$ cat src/rtl/vis_pkg.sv
package vis_pkg;
    typedef enum logic [1:0] {
        OP_SCALAR  = 2'd0,
        OP_VEC_SCL = 2'd1,
        OP_VEC_VEC = 2'd2
    } op_kind_e;
endpackage

$ cat src/rtl/vis_classify.sv
module vis_classify
    import vis_pkg::*;
#(
    parameter int IDX_W   = 5,
    parameter int LEN_W   = 3,
    parameter int SP_BANK = 8,
    parameter int DP_BANK = 4
) (
    input  logic [IDX_W-1:0] dst_i,
    input  logic [IDX_W-1:0] srcm_i,
    input  logic             dbl_i,
    input  logic             scalar_only_i,
    input  logic [LEN_W-1:0] len_i,
    output op_kind_e         kind_o,
    output logic [LEN_W-1:0] left_o
);
    logic [IDX_W-1:0] bank_lim;
    logic             dst_b0;
    logic             m_b0;

    always_comb begin
        bank_lim = dbl_i ? IDX_W'(DP_BANK) : IDX_W'(SP_BANK);
        dst_b0   = (dst_i < bank_lim);
        m_b0     = (srcm_i < bank_lim);
        if (scalar_only_i || dst_b0 || (len_i == '0)) begin
            kind_o = OP_SCALAR;
        end else if (m_b0) begin
            kind_o = OP_VEC_SCL;
        end else begin
            kind_o = OP_VEC_VEC;
        end
        left_o = (kind_o == OP_SCALAR) ? '0 : len_i;
    end
endmodule

$ cat src/rtl/vis_step.sv
module vis_step #(
    parameter int IDX_W   = 5,
    parameter int SP_BANK = 8,
    parameter int DP_BANK = 4
) (
    input  logic [IDX_W-1:0] idx_i,
    input  logic [1:0]       step_i,
    input  logic             dbl_i,
    input  logic             en_i,
    output logic [IDX_W-1:0] next_o
);
    logic [IDX_W-1:0] lo_mask;
    logic [IDX_W-1:0] sum;

    always_comb begin
        lo_mask = dbl_i ? IDX_W'(DP_BANK - 1) : IDX_W'(SP_BANK - 1);
        sum     = idx_i + IDX_W'(step_i);
        next_o  = en_i ? ((idx_i & ~lo_mask) | (sum & lo_mask)) : idx_i;
    end
endmodule

$ cat src/rtl/vec_iter_seq.sv
module vec_iter_seq
    import vis_pkg::*;
#(
    parameter int IDX_W   = 5,
    parameter int LEN_W   = 3,
    parameter int SP_BANK = 8,
    parameter int DP_BANK = 4
) (
    input  logic             clk,
    input  logic             rst_n,
    input  logic             start_i,
    input  logic [IDX_W-1:0] dst_i,
    input  logic [IDX_W-1:0] srcn_i,
    input  logic [IDX_W-1:0] srcm_i,
    input  logic             dbl_i,
    input  logic             two_op_i,
    input  logic             scalar_only_i,
    input  logic [LEN_W-1:0] len_i,
    input  logic [1:0]       stride_i,
    input  logic             ready_i,
    output logic             valid_o,
    output logic [IDX_W-1:0] dst_o,
    output logic [IDX_W-1:0] srcn_o,
    output logic [IDX_W-1:0] srcm_o,
    output logic             last_o,
    output logic [1:0]       kind_o,
    output logic             busy_o,
    output logic             err_o
);
    localparam int SP_LOG = $clog2(SP_BANK);
    localparam int DP_LOG = $clog2(DP_BANK);
    localparam int N_IDX  = 3;

    typedef struct packed {
        logic             busy;
        logic             err;
        logic             dbl;
        logic             two;
        op_kind_e         kind;
        logic [LEN_W-1:0] left;
        logic [1:0]       step;
        logic [IDX_W-1:0] d;
        logic [IDX_W-1:0] n;
        logic [IDX_W-1:0] m;
    } seq_st_t;

    seq_st_t st_d, st_q;

    op_kind_e         cls_kind;
    logic [LEN_W-1:0] cls_left;
    logic             issue;
    logic             stride_bad;

    logic [IDX_W-1:0] idx_cur [N_IDX];
    logic [IDX_W-1:0] idx_nxt [N_IDX];
    logic             idx_en  [N_IDX];

    vis_classify #(
        .IDX_W  (IDX_W),
        .LEN_W  (LEN_W),
        .SP_BANK(SP_BANK),
        .DP_BANK(DP_BANK)
    ) u_cls (
        .dst_i        (dst_i),
        .srcm_i       (srcm_i),
        .dbl_i        (dbl_i),
        .scalar_only_i(scalar_only_i),
        .len_i        (len_i),
        .kind_o       (cls_kind),
        .left_o       (cls_left)
    );

    always_comb begin
        idx_cur[0] = st_q.d;
        idx_cur[1] = st_q.n;
        idx_cur[2] = st_q.m;
        idx_en[0]  = (st_q.kind != OP_SCALAR);
        idx_en[1]  = (st_q.kind != OP_SCALAR) && !st_q.two;
        idx_en[2]  = (st_q.kind == OP_VEC_VEC);
    end

    for (genvar g = 0; g < N_IDX; g++) begin : g_step
        vis_step #(
            .IDX_W  (IDX_W),
            .SP_BANK(SP_BANK),
            .DP_BANK(DP_BANK)
        ) u_step (
            .idx_i (idx_cur[g]),
            .step_i(st_q.step),
            .dbl_i (st_q.dbl),
            .en_i  (idx_en[g]),
            .next_o(idx_nxt[g])
        );
    end

    always_comb begin
        st_d       = st_q;
        st_d.err   = 1'b0;
        issue      = st_q.busy && ready_i;
        stride_bad = (stride_i == 2'b01) || (stride_i == 2'b10);
        if (issue) begin
            if (st_q.left == '0) begin
                st_d.busy = 1'b0;
            end else begin
                st_d.left = st_q.left - 1'b1;
                st_d.d    = idx_nxt[0];
                st_d.n    = idx_nxt[1];
                st_d.m    = idx_nxt[2];
            end
        end else if (!st_q.busy && start_i) begin
            if (stride_bad) begin
                st_d.err = 1'b1;
            end else begin
                st_d.busy = 1'b1;
                st_d.dbl  = dbl_i;
                st_d.two  = two_op_i;
                st_d.kind = cls_kind;
                st_d.left = cls_left;
                st_d.step = (stride_i == 2'b11) ? 2'd2 : 2'd1;
                st_d.d    = dst_i;
                st_d.n    = two_op_i ? '0 : srcn_i;
                st_d.m    = srcm_i;
            end
        end
    end

    always_ff @(posedge clk or negedge rst_n) begin
        if (!rst_n) begin
            st_q <= '0;
        end else begin
            st_q <= st_d;
        end
    end

    always_comb begin
        valid_o = st_q.busy;
        busy_o  = st_q.busy;
        err_o   = st_q.err;
        dst_o   = st_q.d;
        srcn_o  = st_q.n;
        srcm_o  = st_q.m;
        kind_o  = st_q.kind;
        last_o  = st_q.busy && (st_q.left == '0);
    end

    logic [IDX_W-1:0] d_bank;
    assign d_bank = st_q.dbl ? (st_q.d >> DP_LOG) : (st_q.d >> SP_LOG);

    AST_HOLD_STALL: assert property (@(posedge clk) disable iff (!rst_n)
        valid_o && !ready_i |=> valid_o && $stable(dst_o) && $stable(srcn_o) && $stable(srcm_o) && $stable(last_o)) else $error("hold");
    AST_SCALAR_SINGLE: assert property (@(posedge clk) disable iff (!rst_n)
        valid_o && (kind_o == 2'd0) |-> last_o) else $error("scalar");
    AST_SCALAR_OPND_FIXED: assert property (@(posedge clk) disable iff (!rst_n)
        valid_o && ready_i && !last_o && (kind_o == 2'd1) |=> $stable(srcm_o)) else $error("vs m");
    AST_BANK_KEPT: assert property (@(posedge clk) disable iff (!rst_n)
        valid_o && ready_i && !last_o |=> $stable(d_bank)) else $error("bank");
    AST_DONE_DROPS: assert property (@(posedge clk) disable iff (!rst_n)
        valid_o && ready_i && last_o |=> !busy_o) else $error("busy");
    AST_ERR_IDLE: assert property (@(posedge clk) disable iff (!rst_n)
        err_o |-> !valid_o) else $error("err");
endmodule

$ cat config.mk
export PLATFORM = sky130hd
export DESIGN_NAME = vec_iter_seq
export DESIGN_NICKNAME = d
export VERILOG_FILES = /design/src/rtl/vis_pkg.sv /design/src/rtl/vis_classify.sv /design/src/rtl/vis_step.sv /design/src/rtl/vec_iter_seq.sv
export SDC_FILE = /design/constraint.sdc
export NUM_CORES = 1
export LEC_CHECK = 0
export BUFFER_PORTS_ARGS = -buffer_cell sky130_fd_sc_hd__buf_2
export CORE_MARGIN = 2
export CORE_UTILIZATION = 38
export DETAILED_ROUTE_END_ITERATION = 12
export PLACE_DENSITY = 0.71
export SLEW_MARGIN = 20
export SYNTH_ARGS = -nofsm -noshare
export SYNTH_HDL_FRONTEND = slang
export SYNTH_SLANG_ARGS = --single-unit
export TNS_END_PERCENT = 50
$ cat constraint.sdc
create_clock -name clk -period 2.9 [get_ports clk]
set_clock_uncertainty 0.2 [all_clocks]
set_input_delay 0.435 -clock clk [delete_from_list [all_inputs] [get_ports clk]]
set_output_delay 0.435 -clock clk [all_outputs]
set_load 0.05 [all_outputs]
==> metrics.md <==
| Metric | Value |
|---|---|
| Outcome | `completed` |
| Pleak | `0.920 nW` |
| Hold Crit Class | `primary input to flop` |
| ANT nets after route | `0` |
| Via count | `1278` |
| P_int | `0.972 mW` |
| Reg2reg path depth | `4` |
| Sequential share of power | `32.1%` |
| Worst-Margin Slew | `594 ps` |
| Max clock buf depth | `2` |
| Initial Util | `39.7%` |
| Simple-gate area share of the yosys netlist | `17.6%` |
| Mapped Cells | `167` |
| Overflow after GRT | `0` |
| GRT Resource Usage Total | `15.8%` |
| Clock root buffer master | `clkbuf_8` |
| IO Port Bufs | `47` |
| TritonCTS clock tree | `done` |
| Post-CTS Repair Setup Buffers | `0` |
| Final Hold Viols | `0` |
| Reg clk slew, reported paths | `90 ps` |
| Post-Route WL | `3.32 mm` |
| Netlist cell types | `37` |
| Critical Path RT | `2270 ps` |
| DR WL/cell | `13.4 um` |
| Critical Path AT | `1690 ps` |
| H-tree depth | `1` |
| Switch share | `51.3%` |
| FF+latch area | `651 um^2` |
| Vias in the first global route | `1180` |
| Setup Slack @ Placement | `518 ps` |
| DR iter-0 viols | `46` |
| R2R Path End | `srcm_o[1]$_DFFE_PN0P_` |
| Share of the synthesized area in the top cell type | `40.9%` |
| Clk sink count | `26` |
| Row cnt | `23` |
| Endpoints failing setup | `0` |
| Largest family of logic cells by synthesized area | `simple AND/OR/NAND/NOR gates` |
| Post-synthesis mux area share | `2.83%` |
| Maxcap violations | `0` |
| Post-Synth XOR/XNOR Area | `0%` |
| First-pass GRT wire length | `5.59 mm` |
| Die Y | `68.7 um` |
| Area of the multi-input gates | `764 um^2` |
| P_sw | `1.03 mW` |
| Syn nets | `205` |
| Post-DP HPWL | `2.49 mm` |
| Synth area leader | `dfrtp_1` |
| Initial antenna violation count | `0` |
| Synth Area per Inst | `9.52 um^2` |
| P per Cell Area | `1110 mW/mm^2` |
| Comb pwr share | `55.8%` |
| Max VDD drop | `0.438 mV` |
| Count of pins over their slew limit | `0` |
| Crit start category | `flop` |
| Async set-reset flop share out of synthesis | `100%` |
| Clock latency on the worst-skew pair | `270 ps` |
| Post-synthesis sequential area ratio | `40.9%` |
| Post-Syn Area | `0.00159 mm^2` |
| Hold path cells | `2` |
| Final instance area | `0.00180 mm^2` |
| Post-Synth Adder-Cell Area | `10.1%` |
| Kind of critical path | `flop to output pin` |
| Number of I/O pins | `48` |
| Top_reg_cell synth | `dfrtp_1` |
| Layout cells sized above 1 | `28.3%` |
| Tmin final | `2330 ps` |
| Critical Path Sink Type | `output pin` |
| Final net count | `237` |
| PnR worst setup slack | `574 ps` |
| GP Congestion | `0.780` |
| Most frequent cell after synthesis | `nand2_1` |
| Max-slew headroom | `60.4%` |
| Worst hold start | `ready_i` |
| Post-synth top cells | `33 x nand2_1, 26 x dfrtp_1, 19 x buf_4` |
| Final TNS setup | `0 ps` |
| Core Area | `0.00400 mm^2` |
| CTS Buf Count | `3` |
| Reg2reg setup slack | `780 ps` |
| Remaining DRCs | `0` |
| Fill cell count | `401` |
| Area delta synth->final | `13.5%` |
| Post-route core utilization | `45.1%` |
| Dominant cells by area after synthesis | `dfrtp_1 41%, buf_4 9.0%, nand2_1 7.8%` |
| Non-Filler Instances | `248` |
| Compound-Gate Fraction of Synth Area | `17.3%` |
| Synth warn | `0` |
| Dpl cells | `243` |
| Dpl cell area | `0.00174 mm^2` |
| Endpoint, Worst Hold | `busy_o$_DFFE_PN0P_` |
| Upper clock frequency limit | `430 MHz` |
| Largest net degree at the start of global routing | `27` |
| Final worst-path cycle share | `80.2%` |
| Worst Setup SP | `st_q[17]$_DFFE_PN0P_` |
| # diodes | `0` |
| Worst R2R Start | `busy_o$_DFFE_PN0P_` |
| DR pass1 iterations | `4` |
| Clock share of power | `12.0%` |
| Seq cells post-synth | `26` |
| DIE AREA | `0.00471 mm^2` |
| RSZ-0062 raised after global routing | `false` |
| Die Wd | `68.7 um` |
| Vias per Instance | `5.15` |
| Post-synth EDFFs | `0` |
| Max FO, Critical Path | `3` |
## routing by layer
layer / GRT usage (%) / wire [um] / vias up
met4: 4.50 / 13 / 0
li1: - / - / 633
met5: 0 / 0 / -
met2: 24.4 / 1520 / 37
met1: 21.7 / 1530 / 606
met3: 4.22 / 248 / 2
## area by class of cell
type | count | share of cell area (%)
clock buffer | 4 | 3.05
inverter | 3 | 0.624
multi-input combinational | 115 | 42.4
sequential | 26 | 36.1
tap | 50 | 3.47
timing repair buffer | 50 | 14.4
## worst max-delay path, stage by stage (launching register included)
cell and delay [ps]:
dfrtp_1 390, inv_1 110, ha_1 150, nor2b_1 300
and2_1 200, buf_2 270
## cells by family after synthesis
family                     count (synthesis)
and+or+nand+nor                           61
buffers and inverters                     26
AOI/OAI and AO/OA                         39
adders and majority gates                 11
muxes                                      4
DFF                                       26
## timing repair
item	4_1_cts	5_1_grt
hold buffers	1	0
endpoints found under the hold margin	26	0
resized for setup	0	0
## worst max path at each step
stage,end,depth (start not counted)
floorplan,srcm_o[0]$_DFFE_PN0P_,6
global placement,srcm_o[1]$_DFFE_PN0P_,6
detailed placement,srcm_o[1]$_DFFE_PN0P_,6
CTS,last_o,5
global route,last_o,5
finish,last_o,5
## metrics by stage
stage	power (mW)	hold slack (ps)
floorplan	1.66	-60.6
global placement	1.75	258
detailed placement	1.77	259
CTS	2.02	135
global route	2.15	140
finish	2.00	146
## placed cells by master (no fill, tap or decap), types with 2 or more instances in the layout
| master | netlist | final |
|---|---|---|
| buf_2 | 2 | 47 |
| nand2_1 | 33 | 33 |
| dfrtp_1 | 26 | 26 |
| nor2_1 | 11 | 11 |
| a21oi_1 | 8 | 8 |
| ha_1 | 8 | 8 |
| a31oi_1 | 6 | 6 |
| and2_1 | 4 | 4 |
| a22o_1 | 4 | 4 |
| mux2_1 | 4 | 4 |
| clkbuf_8 | 0 | 4 |
| inv_1 | 3 | 3 |
| o21ai_1 | 3 | 3 |
| nand3_1 | 3 | 3 |
| o21ai_0 | 3 | 3 |
| a31o_1 | 3 | 3 |
| fa_1 | 3 | 3 |
| nand2b_1 | 2 | 2 |
| a22oi_1 | 2 | 2 |
| o21a_1 | 2 | 2 |
| buf_4 | 19 | 2 |
## power by group through the flow
stage | clock network, mW | logic [mW] | registers, mW
final | 0.240 | 1.12 | 0.642
after global routing | 0.259 | 1.22 | 0.670
after global placement | 0 | 1.10 | 0.650
after detailed placement | 0 | 1.12 | 0.653
after CTS | 0.249 | 1.12 | 0.646
after floorplan | 0 | 1.01 | 0.650
Power figures use the tool's default switching activity.
